### src/rtl/vqc_pkg.sv
package vqc_pkg;
   // dword indices of the common configuration words
   localparam int W_DSEL     = 0;
   localparam int W_DFEAT    = 1;
   localparam int W_GSEL     = 2;
   localparam int W_GFEAT    = 3;
   localparam int W_VEC      = 4;
   localparam int W_STAT     = 5;
   localparam int W_QSZ      = 6;
   localparam int W_QEN      = 7;
   localparam int W_RING0    = 8;
   localparam int NWORDS     = 14;
   localparam logic [15:0] NO_VEC = 16'hFFFF;

   function automatic logic size_legal(input logic [15:0] v, input int unsigned lim);
      return (v == 16'd0) || (((v & (v - 16'd1)) == 16'd0) && (32'(v) <= lim));
   endfunction

   function automatic logic [15:0] vec_filter(input logic [15:0] v, input int unsigned tbl);
      return (32'(v) < tbl) ? v : NO_VEC;
   endfunction
endpackage

### src/rtl/vqc_feat.sv
module vqc_feat #(
   parameter logic [63:0] DEV_FEAT = 64'h0000_0002_0000_0021
) (
   input  logic        clk,
   input  logic        rst_n,
   input  logic        clr,
   input  logic        we_dsel,
   input  logic        we_gsel,
   input  logic        we_gfeat,
   input  logic [31:0] wdata,
   output logic [31:0] dsel,
   output logic [31:0] gsel,
   output logic [31:0] dev_rd,
   output logic [31:0] drv_rd,
   output logic [63:0] drv_features
);
   localparam logic [63:0] OFFERED = DEV_FEAT | (64'd1 << 32);

   always_ff @(posedge clk or negedge rst_n) begin
      if (!rst_n) begin
         dsel <= '0;
         gsel <= '0;
         drv_features <= '0;
      end else begin
         if (we_dsel) dsel <= wdata;
         if (we_gsel) gsel <= wdata;
         if (clr) begin
            drv_features <= '0;
         end else if (we_gfeat) begin
            if (gsel == 32'd0)      drv_features[31:0]  <= wdata;
            else if (gsel == 32'd1) drv_features[63:32] <= wdata;
         end
      end
   end

   always_comb begin
      dev_rd = (dsel == 32'd0) ? OFFERED[31:0] :
               (dsel == 32'd1) ? OFFERED[63:32] : 32'd0;
      drv_rd = (gsel == 32'd0) ? drv_features[31:0] :
               (gsel == 32'd1) ? drv_features[63:32] : 32'd0;
   end
endmodule

### src/rtl/vqc_queue_bank.sv
module vqc_queue_bank
   import vqc_pkg::*;
#(
   parameter int NQ   = 4,
   parameter int QMAX = 256,
   parameter int MSIX = 32
) (
   input  logic             clk,
   input  logic             rst_n,
   input  logic             clr,
   input  logic [15:0]      qsel,
   input  logic             we_size,
   input  logic             we_vec,
   input  logic             we_en,
   input  logic [5:0]       we_ring,
   input  logic [31:0]      wdata,
   output logic [15:0]      rd_size,
   output logic [15:0]      rd_vec,
   output logic [15:0]      rd_en,
   output logic [15:0]      rd_notify,
   output logic [63:0]      rd_desc,
   output logic [63:0]      rd_avail,
   output logic [63:0]      rd_used,
   output logic [NQ*16-1:0] q_size,
   output logic [NQ*16-1:0] q_vector,
   output logic [NQ-1:0]    q_enable,
   output logic [NQ*64-1:0] q_desc,
   output logic [NQ*64-1:0] q_avail,
   output logic [NQ*64-1:0] q_used
);
   localparam int QW = (NQ > 1) ? $clog2(NQ) : 1;

   logic          sel_ok;
   logic [QW-1:0] qi;

   assign sel_ok = 32'(qsel) < NQ;
   assign qi     = qsel[QW-1:0];

   for (genvar i = 0; i < NQ; i++) begin : g_q
      logic            hit;
      logic [15:0]     size_r;
      logic [15:0]     vec_r;
      logic            en_r;
      logic [2:0][63:0] ring_r;

      assign hit = sel_ok && (qi == QW'(i));

      always_ff @(posedge clk or negedge rst_n) begin
         if (!rst_n) begin
            size_r <= 16'(QMAX);
            vec_r  <= NO_VEC;
            en_r   <= 1'b0;
            ring_r <= '0;
         end else if (clr) begin
            size_r <= 16'(QMAX);
            vec_r  <= NO_VEC;
            en_r   <= 1'b0;
            ring_r <= '0;
         end else if (hit) begin
            if (we_size && size_legal(wdata[15:0], QMAX)) size_r <= wdata[15:0];
            if (we_vec) vec_r <= vec_filter(wdata[31:16], MSIX);
            if (we_en)  en_r  <= wdata[0];
            for (int r = 0; r < 6; r++) begin
               if (we_ring[r]) ring_r[r/2][32*(r%2) +: 32] <= wdata;
            end
         end
      end

      assign q_size[i*16 +: 16]   = size_r;
      assign q_vector[i*16 +: 16] = vec_r;
      assign q_enable[i]          = en_r;
      assign q_desc[i*64 +: 64]   = ring_r[0];
      assign q_avail[i*64 +: 64]  = ring_r[1];
      assign q_used[i*64 +: 64]   = ring_r[2];
   end

   always_comb begin
      rd_size = '0; rd_vec = '0; rd_en = '0; rd_notify = '0;
      rd_desc = '0; rd_avail = '0; rd_used = '0;
      if (sel_ok) begin
         rd_size   = q_size[qi*16 +: 16];
         rd_vec    = q_vector[qi*16 +: 16];
         rd_en     = {15'd0, q_enable[qi]};
         rd_notify = qsel;
         rd_desc   = q_desc[qi*64 +: 64];
         rd_avail  = q_avail[qi*64 +: 64];
         rd_used   = q_used[qi*64 +: 64];
      end
   end
endmodule

### src/rtl/vqc_regs.sv
module vqc_regs
   import vqc_pkg::*;
#(
   parameter int          NQ       = 4,
   parameter int          QMAX     = 256,
   parameter int          MSIX     = 32,
   parameter logic [63:0] DEV_FEAT = 64'h0000_0002_0000_0021,
   parameter int          AW       = 8
) (
   input  logic             clk,
   input  logic             rst_n,
   input  logic             wr_en,
   input  logic             rd_en,
   input  logic [AW-1:0]    addr,
   input  logic [31:0]      wdata,
   input  logic [3:0]       be,
   output logic [31:0]      rdata,
   output logic             rd_valid,
   output logic [63:0]      drv_features,
   output logic [7:0]       dev_status,
   output logic [15:0]      cfg_vector,
   output logic [NQ*16-1:0] q_size,
   output logic [NQ*16-1:0] q_vector,
   output logic [NQ-1:0]    q_enable,
   output logic [NQ*64-1:0] q_desc,
   output logic [NQ*64-1:0] q_avail,
   output logic [NQ*64-1:0] q_used
);
   localparam int WW = AW - 2;

   if (NQ < 1 || NQ > 65535) begin : g_bad_nq
      $error("vqc_regs: NQ out of range");
   end
   if (QMAX < 1 || QMAX > 32768 || (QMAX & (QMAX - 1)) != 0) begin : g_bad_qmax
      $error("vqc_regs: QMAX must be a power of two up to 32768");
   end
   if (MSIX < 1 || MSIX > 2048) begin : g_bad_msix
      $error("vqc_regs: MSIX must be 1..2048");
   end
   if (AW < 6) begin : g_bad_aw
      $error("vqc_regs: AW too small for the word map");
   end

   logic [WW-1:0]     widx;
   logic              aligned, lo16, hi16, full, clr;
   logic [NWORDS-1:0] hitv, ws;
   logic [15:0]       qsel;
   logic [31:0]       dsel_w, gsel_w, dev_rd, drv_rd, rmux;
   logic [15:0]       b_size, b_vec, b_en, b_notify;
   logic [63:0]       b_desc, b_avail, b_used;

   assign widx    = addr[AW-1:2];
   assign aligned = (addr[1:0] == 2'b00);
   assign lo16    = (be[1:0] == 2'b11);
   assign hi16    = (be[3:2] == 2'b11);
   assign full    = (be == 4'hF);

   for (genvar n = 0; n < NWORDS; n++) begin : g_dec
      assign hitv[n] = aligned && (widx == WW'(n));
      assign ws[n]   = wr_en && hitv[n];
   end

   assign clr = ws[W_STAT] && be[0] && (wdata[7:0] == 8'd0);

   always_ff @(posedge clk or negedge rst_n) begin
      if (!rst_n) begin
         dev_status <= '0;
         qsel       <= '0;
         cfg_vector <= NO_VEC;
      end else begin
         if (ws[W_STAT] && be[0]) dev_status <= wdata[7:0];
         if (ws[W_STAT] && hi16)  qsel       <= wdata[31:16];
         if (ws[W_VEC] && lo16)   cfg_vector <= vec_filter(wdata[15:0], MSIX);
      end
   end

   vqc_feat #(.DEV_FEAT(DEV_FEAT)) u_feat (
      .clk          (clk),
      .rst_n        (rst_n),
      .clr          (clr),
      .we_dsel      (ws[W_DSEL] && full),
      .we_gsel      (ws[W_GSEL] && full),
      .we_gfeat     (ws[W_GFEAT] && full),
      .wdata        (wdata),
      .dsel         (dsel_w),
      .gsel         (gsel_w),
      .dev_rd       (dev_rd),
      .drv_rd       (drv_rd),
      .drv_features (drv_features)
   );

   vqc_queue_bank #(.NQ(NQ), .QMAX(QMAX), .MSIX(MSIX)) u_bank (
      .clk       (clk),
      .rst_n     (rst_n),
      .clr       (clr),
      .qsel      (qsel),
      .we_size   (ws[W_QSZ] && lo16),
      .we_vec    (ws[W_QSZ] && hi16),
      .we_en     (ws[W_QEN] && lo16),
      .we_ring   (ws[W_RING0 +: 6] & {6{full}}),
      .wdata     (wdata),
      .rd_size   (b_size),
      .rd_vec    (b_vec),
      .rd_en     (b_en),
      .rd_notify (b_notify),
      .rd_desc   (b_desc),
      .rd_avail  (b_avail),
      .rd_used   (b_used),
      .q_size    (q_size),
      .q_vector  (q_vector),
      .q_enable  (q_enable),
      .q_desc    (q_desc),
      .q_avail   (q_avail),
      .q_used    (q_used)
   );

   always_comb begin
      rmux = '0;
      if (hitv[W_DSEL])       rmux = dsel_w;
      if (hitv[W_DFEAT])      rmux = dev_rd;
      if (hitv[W_GSEL])       rmux = gsel_w;
      if (hitv[W_GFEAT])      rmux = drv_rd;
      if (hitv[W_VEC])        rmux = {16'(NQ), cfg_vector};
      if (hitv[W_STAT])       rmux = {qsel, 8'd0, dev_status};
      if (hitv[W_QSZ])        rmux = {b_vec, b_size};
      if (hitv[W_QEN])        rmux = {b_notify, b_en};
      if (hitv[W_RING0])      rmux = b_desc[31:0];
      if (hitv[W_RING0 + 1])  rmux = b_desc[63:32];
      if (hitv[W_RING0 + 2])  rmux = b_avail[31:0];
      if (hitv[W_RING0 + 3])  rmux = b_avail[63:32];
      if (hitv[W_RING0 + 4])  rmux = b_used[31:0];
      if (hitv[W_RING0 + 5])  rmux = b_used[63:32];
   end

   always_ff @(posedge clk or negedge rst_n) begin
      if (!rst_n) begin
         rdata    <= '0;
         rd_valid <= 1'b0;
      end else begin
         rd_valid <= rd_en;
         if (rd_en) rdata <= rmux;
      end
   end
endmodule

### config.mk
export PLATFORM = sky130hd
export DESIGN_NAME = vqc_regs
export DESIGN_NICKNAME = d
export VERILOG_FILES = /design/src/rtl/vqc_pkg.sv /design/src/rtl/vqc_feat.sv /design/src/rtl/vqc_queue_bank.sv /design/src/rtl/vqc_regs.sv
export SDC_FILE = /design/constraint.sdc
export NUM_CORES = 2
export LEC_CHECK = 0
export BUFFER_PORTS_ARGS = -buffer_cell sky130_fd_sc_hd__buf_2
export CAP_MARGIN = 10
export CORE_AREA = 2 2 420 422
export CTS_CLUSTER_DIAMETER = 60
export DETAILED_ROUTE_END_ITERATION = 10
export DIE_AREA = 0 0 422 424
export PLACE_DENSITY = 0.55
export SYNTH_ARGS = -nofsm -noshare
export SYNTH_HDL_FRONTEND = slang
export SYNTH_SLANG_ARGS = --single-unit
### constraint.sdc
create_clock -name clk -period 8.4 [get_ports clk]
set_clock_uncertainty 0.2 [all_clocks]
set_input_delay 1.68 -clock clk [delete_from_list [all_inputs] [get_ports clk]]
set_output_delay 1.68 -clock clk [all_outputs]
set_load 0.005 [all_outputs]
==> impl_metrics.csv <==
group,metric,value,unit
yosys,synth_area_leaders,"dfrtp_1 51%, mux2_2 12%, mux4_2 10%",
global_route,grt_pass1_wl,346400,µm
cells_and_area,final_nets,4917,
yosys,async_flop_share,100.0,%
critical_path,crit_start,"addr[4]",
global_route,grt_max_degree,173,
timing,rsz0062_at_grt,"no",
timing,setup_tns,0,ns
cells_and_area,finish.utilization,35.55,%
placed_design,placed_cell_area,57470,µm²
critical_path,startpoint_type,"primary input",
hold_path,worstHoldEndpoint,"cfg_vector[12]",
cts,clk_pin_slew,0.06,ns
cells_and_area,drive_gt1_share,46.24,%
global_route,gr-usage-all-layers,27.91,%
yosys,ys_seq_area_share,55.66,%
cts,clk-insertion-delay-late,0.81,ns
hold_path,min_path_type,"register to register",
yosys,yosys.area_share.simple,7.594,%
pwr,p_leak,31.01,nW
global_route,antenna_found_initial,10,
yosys,synth_fa_ha_area_share,0,%
yosys,synth_compound_area_share,9.102,%
placed_design,routabilityCongestion,0.9151,
flow_run,maxCapViolCount,0,
yosys,synth_top_family_by_area,"multiplexers",
die,start_util,28.40,%
outcome,status,"finished, final reports clean",
routing,drt_iter0_markers,4005,
cts,ctsHtreeMaxLevel,4,
timing,fmax,179.8,MHz
die,die_area,178900,µm²
cells_and_area,area_growth,25.17,%
die,pin_count,1069,
placed_design,dp.cells,7068,
yosys,syn-instance-count,3910,
yosys,yosysMostFrequentCell,"dfrtp_1",
yosys,syn-cell-area,49690,µm²
yosys,yosysTopAreaCell,"dfrtp_1",
cells_and_area,final_area,62200,µm²
timing,relSlewSlack,10.30,%
yosys,ys_seq_elements,1101,
critical_path,end_kind,"register",
cells_and_area,n_fill_cell,17522,
yosys,synth_flop_cell,"dfrtp_1",
critical_path,r2r-end,"u_bank.q_desc[99]",
cts,postCtsSetupRepairBufs,0,
critical_path,critPathMaxFanout,22,
placed_design,dp_hpwl,184600,µm
pwr,powerDensity,194.2,nW/µm²
cts,ctsHoldBuffers,0,
routing,vias,40096,
cts,cts_root_buffer,"clkbuf_16",
timing,tightest_slew,1.327,ns
yosys,muxShareOfSynthArea,24.05,%
routing,final_antenna_net_count,0,
critical_path,crit_type,"primary input to register",
critical_path,r2r_cells,7,
cts,cts_inserted_buffers,139,
cts,cts_resized,0,
die,rows,154,
global_route,grt_pass1_vias,38975,
critical_path,reg2reg_from,"qsel[15]",
global_route,overflow,0,
routing,vias_per_cell,5.471,
yosys,synth.distinct_cells,61,
die,core-area,175000,µm²
critical_path,cp_data_required_time,8.87,ns
die,die_y,424,µm
die,die_x,422,µm
yosys,synthXorXnorAreaFrac,0,%
routing,wirelength,256500,µm
timing,finalSetupViolCount,0,
critical_path,worstPathArrival,6.04,ns
hold_path,worstHoldStart,"cfg_vector[12]",
yosys,syn_nets,3958,
timing,slew_viol_final,0,
timing,fin_crit_sh,66.23,%
routing,drc,0,
cts,clkSinkCount,1101,
timing,hold_viol_final,0,
routing,first_pass_iters,6,
routing,wl_per_cell,35.00,µm
yosys,synth_commonest_cells,"1017 x dfrtp_1, 534 x nand2_1, 526 x mux2_2, 387 x o21ai_0, 238 x clkbuf_1",
cells_and_area,final_cells,7329,
pwr,vdd_ir_drop_max,0.0002066,V
yosys,yosysTopAreaCellShare,51.21,%
cts,cts_tree,"done",
critical_path,reg2reg_slack,3.75,ns
yosys,avgSynthCellArea,12.71,µm²
timing,period_needed,5.563,ns
cts,cts_buffer_depth,3,
hold_path,min_path_cells,2,
yosys,yosysWarnings,0,
placed_design,port_buffers,1068,
yosys,synth_edf_count,0,
logic make-up (layout without fill, tap and decap cells):
kind of cell | Yosys count | in the layout
flip-flops | 1101 | 1101
multiplexers | 844 | 844
AO/OA/AOI/OAI | 739 | 739
other | 0 | 4
buffers and inverters | 370 | 1445
AND/OR/NAND/NOR | 856 | 856
cell usage in the layout (no fill, tap or decap), types with 6 or more instances in the layout:
master	synthesis	layout
o21ai_4	9	9
and2_1	49	48
dfstp_2	84	84
and3_1	20	17
o21ai_1	5	6
o22ai_1	12	12
a221oi_1	41	37
nor2b_1	14	14
a211oi_1	16	16
dfrtp_1	1017	1014
inv_6	0	16
a21oi_1	91	82
bufinv_16	0	10
o21ai_0	387	383
mux2i_1	70	70
clkinv_2	0	16
mux4_2	225	225
a22o_1	27	27
nand3_1	32	32
buf_2	49	1066
buf_12	0	10
clkbuf_16	0	142
a221o_1	7	7
clkbuf_1	238	34
nor3_1	29	24
nor4_1	27	26
nand2_1	534	531
buf_4	16	100
o21a_1	44	44
nor2_1	113	111
clkinv_4	0	6
inv_1	11	10
a21oi_4	0	9
mux2_2	526	526
or2_2	6	6
mux2_1	23	23
a22oi_1	27	27
clkbuf_8	0	21
o32ai_1	8	8
a31oi_1	34	31
per-layer routing:
layer / GRT usage, % / vias up / part of all wire [%] / wire [µm]
li1: - / 16139 / - / -
met1: 33.28 / 21267 / 38 / 96500
met2: 46.38 / 2139 / 49 / 124600
met3: 6.943 / 547 / 7.4 / 19070
met4: 14.98 / 4 / 6.4 / 16300
met5: 0 / - / 0.0097 / 25
critical path: stages:
cell     delay (ns)
buf_2          0.23
nor4b_1        1.16
nor2b_1        0.75
nand2_1        0.42
o21ai_4        0.63
buf_4          0.64
mux2_2         0.40
through the flow:
stage	setup slack, ns	hold slack [ns]	power (mW)
2_1_floorplan	4.290	0.2511	5.607
3_3_place_gp	2.164	0.2576	5.949
3_5_place_dp	2.129	0.2571	5.953
4_1_cts	2.980	0.2657	12.18
5_1_grt	2.845	0.2917	12.43
6_report	2.837	0.2706	12.08
layout make-up:
type	count	area, µm²	area share, %
flip-flops and latches	1101	27670	44.48
multi-input cells	2439	20540	33.02
repair buffers	1177	6301	10.13
clock buffers	197	3970	6.383
well taps	2340	2928	4.707
clock inverters	60	744.5	1.197
inverters	11	41.29	0.06638
diodes	4	10.01	0.01609
state kept, by name, summed over array words and instances (netlist names):
name,flops
u_feat.drv_features,64
rdata,32
u_bank.g_q.size_r,64
cfg_vector,16
u_feat.dsel,32
rd_valid,1
u_bank.q_desc,256
u_bank.g_q.en_r,4
u_bank.q_avail,256
u_bank.g_q.vec_r,64
dev_status,8
u_feat.gsel,32
qsel,16
u_bank.q_used,256
power breakdown:
part / internal, mW / switching, mW
sequential: 5.34 / 0.0227
clock: 3.65 / 2.57
combinational: 0.0998 / 0.396
worst max-delay path by stage:
stage / end / slack (ns) / cells after the start
after floorplan: u_bank.g_q[1].en_r / 4.29 / 10
after global placement: u_bank.q_desc[98] / 2.16 / 7
after CTS: u_bank.q_desc[169] / 2.98 / 7
after detailed placement: u_bank.q_desc[169] / 2.13 / 7
final: u_bank.q_desc[167] / 2.84 / 7
after global routing: u_bank.q_desc[167] / 2.85 / 7
No activity file was read; power rests on OpenSTA's default activity.
